`config.mk`:
```
export PLATFORM = sky130hd
export DESIGN_NAME = iface_activity_detector
export DESIGN_NICKNAME = d
export VERILOG_FILES = /design/src/rtl/iad_pkg.sv /design/src/rtl/iad_edge_sync.sv /design/src/rtl/iad_presence_mon.sv /design/src/rtl/iad_de_qual.sv /design/src/rtl/iface_activity_detector.sv
export SDC_FILE = /design/constraint.sdc
export NUM_CORES = 1
export LEC_CHECK = 0
export BUFFER_PORTS_ARGS = -buffer_cell sky130_fd_sc_hd__buf_4
export CAP_MARGIN = 0
export CORE_ASPECT_RATIO = 0.75
export CORE_MARGIN = 3
export CORE_UTILIZATION = 40
export DETAILED_ROUTE_END_ITERATION = 8
export PLACE_DENSITY_LB_ADDON = 0.2
export SETUP_SLACK_MARGIN = 0.05
export SYNTH_ARGS = -nofsm -noshare
export SYNTH_HDL_FRONTEND = slang
export SYNTH_SLANG_ARGS = --single-unit
```
`constraint.sdc`:
```
create_clock -name clk -period 2.1 [get_ports clk]
set_input_delay 0.525 -clock clk [delete_from_list [all_inputs] [get_ports clk]]
set_output_delay 0.525 -clock clk [all_outputs]
set_load 0.03 [all_outputs]
```
`src/rtl/iad_pkg.sv`:
```
package iad_pkg;
  localparam int NUM_CH = 5;
  localparam int CH_HS   = 0;
  localparam int CH_VS   = 1;
  localparam int CH_SOG  = 2;
  localparam int CH_DCLK = 3;
  localparam int CH_DE   = 4;
  localparam logic SEL_ANALOG  = 1'b0;
  localparam logic SEL_DIGITAL = 1'b1;

  typedef struct packed {
    logic valid;
    logic sel;
  } iface_choice_t;
endpackage

```
`src/rtl/iad_edge_sync.sv`:
```
module iad_edge_sync #(
  parameter int STAGES = 2
) (
  input  logic clk,
  input  logic rst,
  input  logic din,
  output logic any_edge,
  output logic rise
);
  // sh[STAGES-1] is the synchronized level, sh[STAGES] its one-cycle delay
  logic [STAGES:0] sh;

  always_ff @(posedge clk) begin
    if (rst) sh <= '0;
    else     sh <= {sh[STAGES-1:0], din};
  end

  assign any_edge = sh[STAGES] ^ sh[STAGES-1];
  assign rise     = sh[STAGES-1] & ~sh[STAGES];
endmodule

```
`src/rtl/iad_presence_mon.sv`:
```
module iad_presence_mon #(
  parameter int TIMEOUT_CYC = 1000
) (
  input  logic clk,
  input  logic rst,
  input  logic kick,
  output logic present,
  output logic expire
);
  localparam int W = $clog2(TIMEOUT_CYC + 1);
  localparam logic [W-1:0] TERM = W'(TIMEOUT_CYC);
  localparam logic [W-1:0] LAST = W'(TIMEOUT_CYC - 1);

  logic [W-1:0] cnt;

  always_ff @(posedge clk) begin
    if (rst) begin
      cnt     <= TERM;
      present <= 1'b0;
    end else if (kick) begin
      cnt     <= '0;
      present <= 1'b1;
    end else if (cnt != TERM) begin
      cnt <= cnt + 1'b1;
      if (cnt == LAST) present <= 1'b0;
    end
  end

  assign expire = !kick && (cnt == LAST);
endmodule

```
`src/rtl/iad_de_qual.sv`:
```
module iad_de_qual #(
  parameter int DE_COUNT = 32,
  localparam int CW = $clog2(DE_COUNT + 1)
) (
  input  logic          clk,
  input  logic          rst,
  input  logic          rise,
  input  logic          clear,
  output logic          det,
  output logic [CW-1:0] cnt
);
  localparam logic [CW-1:0] FULL = CW'(DE_COUNT);

  always_ff @(posedge clk) begin
    if (rst || clear)                cnt <= '0;
    else if (rise && (cnt != FULL))  cnt <= cnt + 1'b1;
  end

  assign det = (cnt == FULL);
endmodule

```
`src/rtl/iface_activity_detector.sv`:
```
module iface_activity_detector #(
  parameter int TIMEOUT_CYC = 2_000_000,
  parameter int DE_COUNT    = 32,
  parameter int SYNC_STAGES = 2,
  localparam int CW = $clog2(DE_COUNT + 1)
) (
  input  logic       clk,
  input  logic       rst,
  input  logic       hsync_in,
  input  logic       vsync_in,
  input  logic       sog_in,
  input  logic       dclk_in,
  input  logic       de_in,
  input  logic       dig_pwr_up,
  input  logic       ovr_en,
  input  logic       ovr_sel,
  output logic [7:0] status,
  output logic       sync_det,
  output logic       active_valid,
  output logic       active_sel
);
  import iad_pkg::*;

  logic [NUM_CH-1:0] ch_in, ch_edge, ch_rise, ch_present, ch_expire;
  logic              de_det_w;
  logic [CW-1:0]     de_cnt_w;
  iface_choice_t     choice;

  assign ch_in = {de_in, dclk_in, sog_in, vsync_in, hsync_in};

  for (genvar g = 0; g < NUM_CH; g++) begin : g_ch
    iad_edge_sync #(.STAGES(SYNC_STAGES)) u_sync (
      .clk(clk), .rst(rst), .din(ch_in[g]),
      .any_edge(ch_edge[g]), .rise(ch_rise[g])
    );
    iad_presence_mon #(.TIMEOUT_CYC(TIMEOUT_CYC)) u_mon (
      .clk(clk), .rst(rst), .kick(ch_edge[g]),
      .present(ch_present[g]), .expire(ch_expire[g])
    );
  end

  iad_de_qual #(.DE_COUNT(DE_COUNT)) u_de (
    .clk(clk), .rst(rst),
    .rise(ch_rise[CH_DE] & dig_pwr_up),
    .clear(!dig_pwr_up || ch_expire[CH_DE]),
    .det(de_det_w), .cnt(de_cnt_w)
  );

  always_comb begin
    if (ovr_en) begin
      choice.valid = 1'b1;
      choice.sel   = ovr_sel;
    end else if (de_det_w) begin
      choice.valid = 1'b1;
      choice.sel   = SEL_DIGITAL;
    end else if (ch_present[CH_HS]) begin
      choice.valid = 1'b1;
      choice.sel   = SEL_ANALOG;
    end else begin
      choice.valid = 1'b0;
      choice.sel   = SEL_ANALOG;
    end
  end

  always_ff @(posedge clk) begin
    if (rst) begin
      status       <= '0;
      sync_det     <= 1'b0;
      active_valid <= 1'b0;
      active_sel   <= 1'b0;
    end else begin
      status       <= {ch_present[CH_HS], ch_present[CH_VS], ch_present[CH_SOG],
                       ch_present[CH_DCLK], 4'b0000};
      sync_det     <= de_det_w | ch_present[CH_HS];
      active_valid <= choice.valid;
      active_sel   <= choice.sel;
    end
  end
endmodule

```
[Yosys cells after proc, flatten, opt, wreduce, memory -nomap -nowiden]
Index checks and enable logic that the tools add are counted.
Operators by class
  bitwise gates (word level): 9
  add/subtract/negate cells: 6
  muxes and demuxes: 25
  eq/ne operators: 12
  reductions and logical operators: 24
Operators with widths (number)
  21-bit 2-to-1 mux: 10
  21-bit by 1-bit adder with 21-bit output (second input constant): 5
  21-bit == test (second input constant): 5
  21-bit != test (second input constant): 5
  2-bit nonzero test: 9
  1-bit 2-to-1 mux: 12
  2-bit OR reduction: 5
  2-bit AND reduction: 4
  6-bit by 1-bit adder with 6-bit output (second input constant): 1
  6-bit == test (second input constant): 1
  2-bit 2-to-1 mux: 3
  6-bit != test (second input constant): 1
  1-bit XOR: 5
  1-bit bitwise AND: 2
  1-bit logical AND: 2
  1-bit logical NOT: 2
  1-bit logical OR: 2
  1-bit inverter: 1
  1-bit OR: 1
Word-level totals
  input bits: 10
  flip-flop bits (word level): 141

[Longest topological paths before layout]
  depth in word-level cells: 5
  gate-level depth with buffers: 7
  depth with buffers taken out: 6

[Modules after synthesis]
From an unflattened synthesis, not the netlist that was laid out.
Unflattened totals
  cells, all modules: 783
  area, all modules: 6985.4 um2
Modules (own cells, without submodules)
  iad_presence_mon: seq. area each 440.4 um2, area an instance 1187.4 um2, times used 5, cells an instance 136
  iad_edge_sync: seq. area each 60.1 um2, area an instance 98.8 um2, times used 5, cells an instance 9
  iad_de_qual: seq. area each 120.1 um2, area an instance 312.8 um2, times used 1, cells an instance 34
  iface_activity_detector: seq. area each 140.1 um2, area an instance 241.5 um2, times used 1, cells an instance 24

[Least setup slack after synthesis]
Ideal clock, no wire load.
  kind: register to register
  start point: reg g_ch[4].u_sync.sh[2]
  end point: reg u_de.cnt[0]
  stages on the path, launching flop included: 8
  library setup time: 0.131 ns
  clock period less this slack: 1.780 ns
  data arrival time: 1.649 ns
  path slack: 0.320 ns
  path through: dfxtp_1 -> inv_1 -> ha_1 -> clkbuf_1 -> nand2_1 -> or4_1 -> o211ai_1 -> nor2_1
Between the ends
  word-level cells in the longest chain between the ends: 5
Ends and longest elaborated chain
  start: declaration: line iad_edge_sync.sv:11  | logic [STAGES:0] sh;
  start signal: assignment: line iad_edge_sync.sv:15  | else sh <= {sh[STAGES-1:0], din};
  1-bit XOR: line iad_edge_sync.sv:18  | assign any_edge = sh[STAGES] ^ sh[STAGES-1];
  1-bit logical NOT: line iad_presence_mon.sv:29  | assign expire = !kick && (cnt == LAST);
  1-bit logical AND: line iad_presence_mon.sv:29
  1-bit logical OR: line iface_activity_detector.sv:45  | .clear(!dig_pwr_up || ch_expire[CH_DE]),
  1-bit logical OR: line iad_de_qual.sv:15  | if (rst || clear) cnt <= '0;
  end signal: assignment: line iad_de_qual.sv:16  | else if (rise && (cnt != FULL)) cnt <= cnt + 1'b1;
  end: declaration: line iad_de_qual.sv:10  | output logic [CW-1:0] cnt
Several ways; a longest one is shown, not always the timed one.
A chain may end at the register's enable or synchronous reset.

[Worst setup path after layout]
  start point: reg g_ch[4].u_mon.cnt[1]
  end point: reg u_de.cnt[5]
Between the ends
  word-level cells in the longest chain between the ends: 4
Ends and longest elaborated chain
  start: declaration: line iad_presence_mon.sv:14  | logic [W-1:0] cnt;
  start signal: assignment: line iad_presence_mon.sv:24  | cnt <= cnt + 1'b1;
  21-bit == test
  1-bit logical AND: line iad_presence_mon.sv:29
  1-bit logical OR: line iface_activity_detector.sv:45
  1-bit logical OR: line iad_de_qual.sv:15
Every way passes these cells.

==> flow_metrics.py <==
metrics = {
    "worst_hold_path": {
        "min_from": "sog_in",
        "hold_end": "g_ch[2].u_sync.sh[0]",
        "hold_class": "in -> reg",
        "whs_path_depth": 2,
    },
    "power_and_ir_drop": {
        "p_per_area_nw_per_um2": 875,
        "p_leak_nw": 2.78,
        "vdd_ir_drop_max_mv": 0.460,
    },
    "critical_path": {
        "crit_fanout": 6,
        "critPathRequiredTime_ns": 2.39,
        "crit_arrival_ns": 2.17,
        "path_class": "reg -> reg",
        "critPathSlowestCell": "or4_1",
        "rr_startpoint": "g_ch[4].u_mon.cnt[1]",
        "slowest_delay_ns": 0.51,
        "cp_top_family": "simple AND/OR/NAND/NOR gates",
        "cp_num_buf_inv": 0,
        "reg2regPathDepth": 5,
        "r2r_end": "u_de.cnt[5]",
        "critical_path.cell_chain": "ha_1 -> nand3_2 -> or4_1 -> o211ai_1 -> nor2_1",
        "endpoint_kind": "flop",
        "rrSetupSlack_ns": 0.22,
        "start_kind": "flop",
    },
    "timing": {
        "hold_viol_final": 0,
        "worst_slew_pin_slew_ns": 0.723,
        "maxSlewHeadroom_pct": 51.4,
        "period_minus_slack_ns": 1.88,
        "timing.final.ws_setup_ns": 0.221,
        "rsz0062_at_grt": "false",
        "finalSetupViolations": 0,
        "fmax_ghz": 0.532,
        "final.setup_skew_ns": 0.0106,
        "period_share_pct": 89.5,
        "slew_violations": 0,
        "fin_tns_setup_ns": 0,
        "timing.hold.ws_ns": 0.318,
    },
    "yosys": {
        "synth_cell_types": 56,
        "ys.flop_type": "dfxtp_1",
        "synth.top_cell.area_share_pct": 41.7,
        "ys_ff_latch": 137,
        "ys.warnings.count": 0,
        "yosysMostFrequentCell": "dfxtp_1",
        "netlist_top_cells_area": "dfxtp_1 (42%), nand3_1 (4.8%), xor2_1 (4.8%)",
        "yosysSeqAreaShare_pct": 41.7,
        "yosysTopAreaCell": "dfxtp_1",
        "synth.cell_area_um2": 6570,
        "synthTopCellsByCount": "dfxtp_1 (137), nor2_1 (73), nand3_1 (63)",
        "avgSynthCellArea_um2": 8.59,
        "synth_edf_count": 0,
        "synth_cells": 765,
        "synthArstFlopShare_pct": 0,
    },
    "global_route": {
        "grt_pass1_vias": 5167,
        "groute.usage.overall_pct": 16.3,
        "grt_pass1_wl_um": 24400,
        "overflow": 0,
        "grt_max_degree": 25,
        "grt_antenna_before_repair": 0,
    },
    "cts": {
        "cts_tree": "yes",
        "cts_sinks": 137,
        "worstSkewPairLatency_ns": 0.42,
        "root_buffer": "clkbuf_16",
        "path_clk_slew_ns": 0.06,
        "htree_levels": 4,
        "numCtsBuffers": 17,
        "clockBufferDepth": 2,
    },
    "run": {
        "drv_cap": 0,
    },
    "drt": {
        "first_iter_violations": 328,
        "wl_um": 14000,
        "drt-pass1-iter-count": 5,
        "wl_per_cell_um": 14.0,
        "drc_errors": 0,
        "viasPerCell": 5.50,
        "vias": 5509,
        "ant_nets": 0,
    },
    "die": {
        "core_um2": 15700,
        "dieArea_um2": 18000,
        "fp.dieW_um": 154,
        "die_h_um": 117,
        "initial_core_util_pct": 42.0,
        "io_pins": 21,
        "rows": 39,
    },
    "layout": {
        "num_antenna_cells": 0,
        "drive_gt1_share_pct": 9.41,
        "fin_area_um2": 7560,
        "fin_util_pct": 48.3,
        "fin_nets": 807,
        "fill_cells": 1439,
        "areaGrowthSynthToFinish_pct": 15.1,
    },
    "run_status": {
        "outcome": "complete, no violations",
    },
    "placed_design": {
        "gp_congestion": 0.825,
        "io_buffers": 16,
        "dpl.hpwl_um": 9660,
        "pre_cts_slack_ns": 0.158,
        "dpl-instance-area_um2": 6910,
    },
}
kinds of logic after synthesis:
group	after synthesis	share of synthesized area [%]
and+or+nand+nor	373	31.8
other	1	0.0570
muxes	5	0.761
DFF	137	41.7
adders and majority gates	13	2.47
AOI/OAI and AO/OA	112	10.8
buffers and inverters	59	3.77
xor gates and xnor gates	65	8.66
cell usage in the layout (no fill, tap or decap), types with 14 or more instances in the layout:
master,count
xor2_1,36
nand2_1,43
dfxtp_1,137
inv_1,27
nor2_1,73
nand3_1,63
and3_1,14
nor2b_1,26
buf_4,29
nor3_1,34
o21ai_0,28
and4_1,19
clkbuf_16,17
xnor2_1,27
a21oi_1,33
nand4_1,30
through the flow:
stage                     std cells  total power [mW]
after floorplan                 768              3.31
after global placement          970              3.44
after CTS                      1002              6.69
after detailed placement        970              3.47
final                          1002              6.62
after global routing           1002              6.90
cell type report:
type | count | area [um^2] | area share (%)
clock buffer | 18 | 439 | 5.81
inverter | 27 | 101 | 1.34
timing repair buffer | 29 | 218 | 2.88
tap | 205 | 256 | 3.39
clock inverter | 14 | 196 | 2.60
multi-input combinational | 572 | 3610 | 47.7
sequential | 137 | 2740 | 36.3
layer usage:
layer	vias up	part of all wire, %	track usage, %
li1	2817	-	-
met1	2585	52	22.5
met2	93	43	25.3
met3	14	3.8	4.34
met4	0	0.99	4.76
met5	-	0	0
flip-flops by register name, summed over array words and instances (netlist names):
name	count
g_ch.u_mon.cnt	105
g_ch.u_sync.sh	15
u_de.cnt	6
g_ch.u_mon.present	4
status	4
active_sel	1
active_valid	1
sync_det	1
worst max path at each step:
stage	startpoint	slack [ns]	cells past startpoint	endpoint
final	g_ch[4].u_mon.cnt[1]	0.22	5	u_de.cnt[5]
after global routing	g_ch[4].u_mon.cnt[0]	0.11	5	u_de.cnt[5]
after CTS	g_ch[3].u_sync.sh[1]	0.13	3	g_ch[3].u_mon.cnt[0]
after detailed placement	g_ch[3].u_sync.sh[1]	0.16	3	g_ch[3].u_mon.cnt[0]
after global placement	g_ch[4].u_mon.cnt[1]	0.28	5	u_de.cnt[2]
after floorplan	g_ch[4].u_sync.sh[2]	0.32	7	u_de.cnt[0]
repair_timing:
item,4_1_cts,5_1_grt
endpoints found under the setup margin,0,27
buffers inserted,0,0
hold buffers,0,0
hold endpoints to repair,0,0
resized for setup,0,2
where the power goes:
group / total, mW / internal, mW / switching (mW)
Clock: 3.19 / 2.03 / 1.16
Combinational: 0.604 / 0.250 / 0.355
Sequential: 2.82 / 2.71 / 0.117
Total: 6.62 / 4.98 / 1.64
worst register-to-register path: stages, from the launching register on:
cell and delay [ns]:
dfxtp_1 0.40, ha_1 0.22, nand3_2 0.09, or4_1 0.51
o211ai_1 0.42, nor2_1 0.11
(Power assumes the default switching activity.)
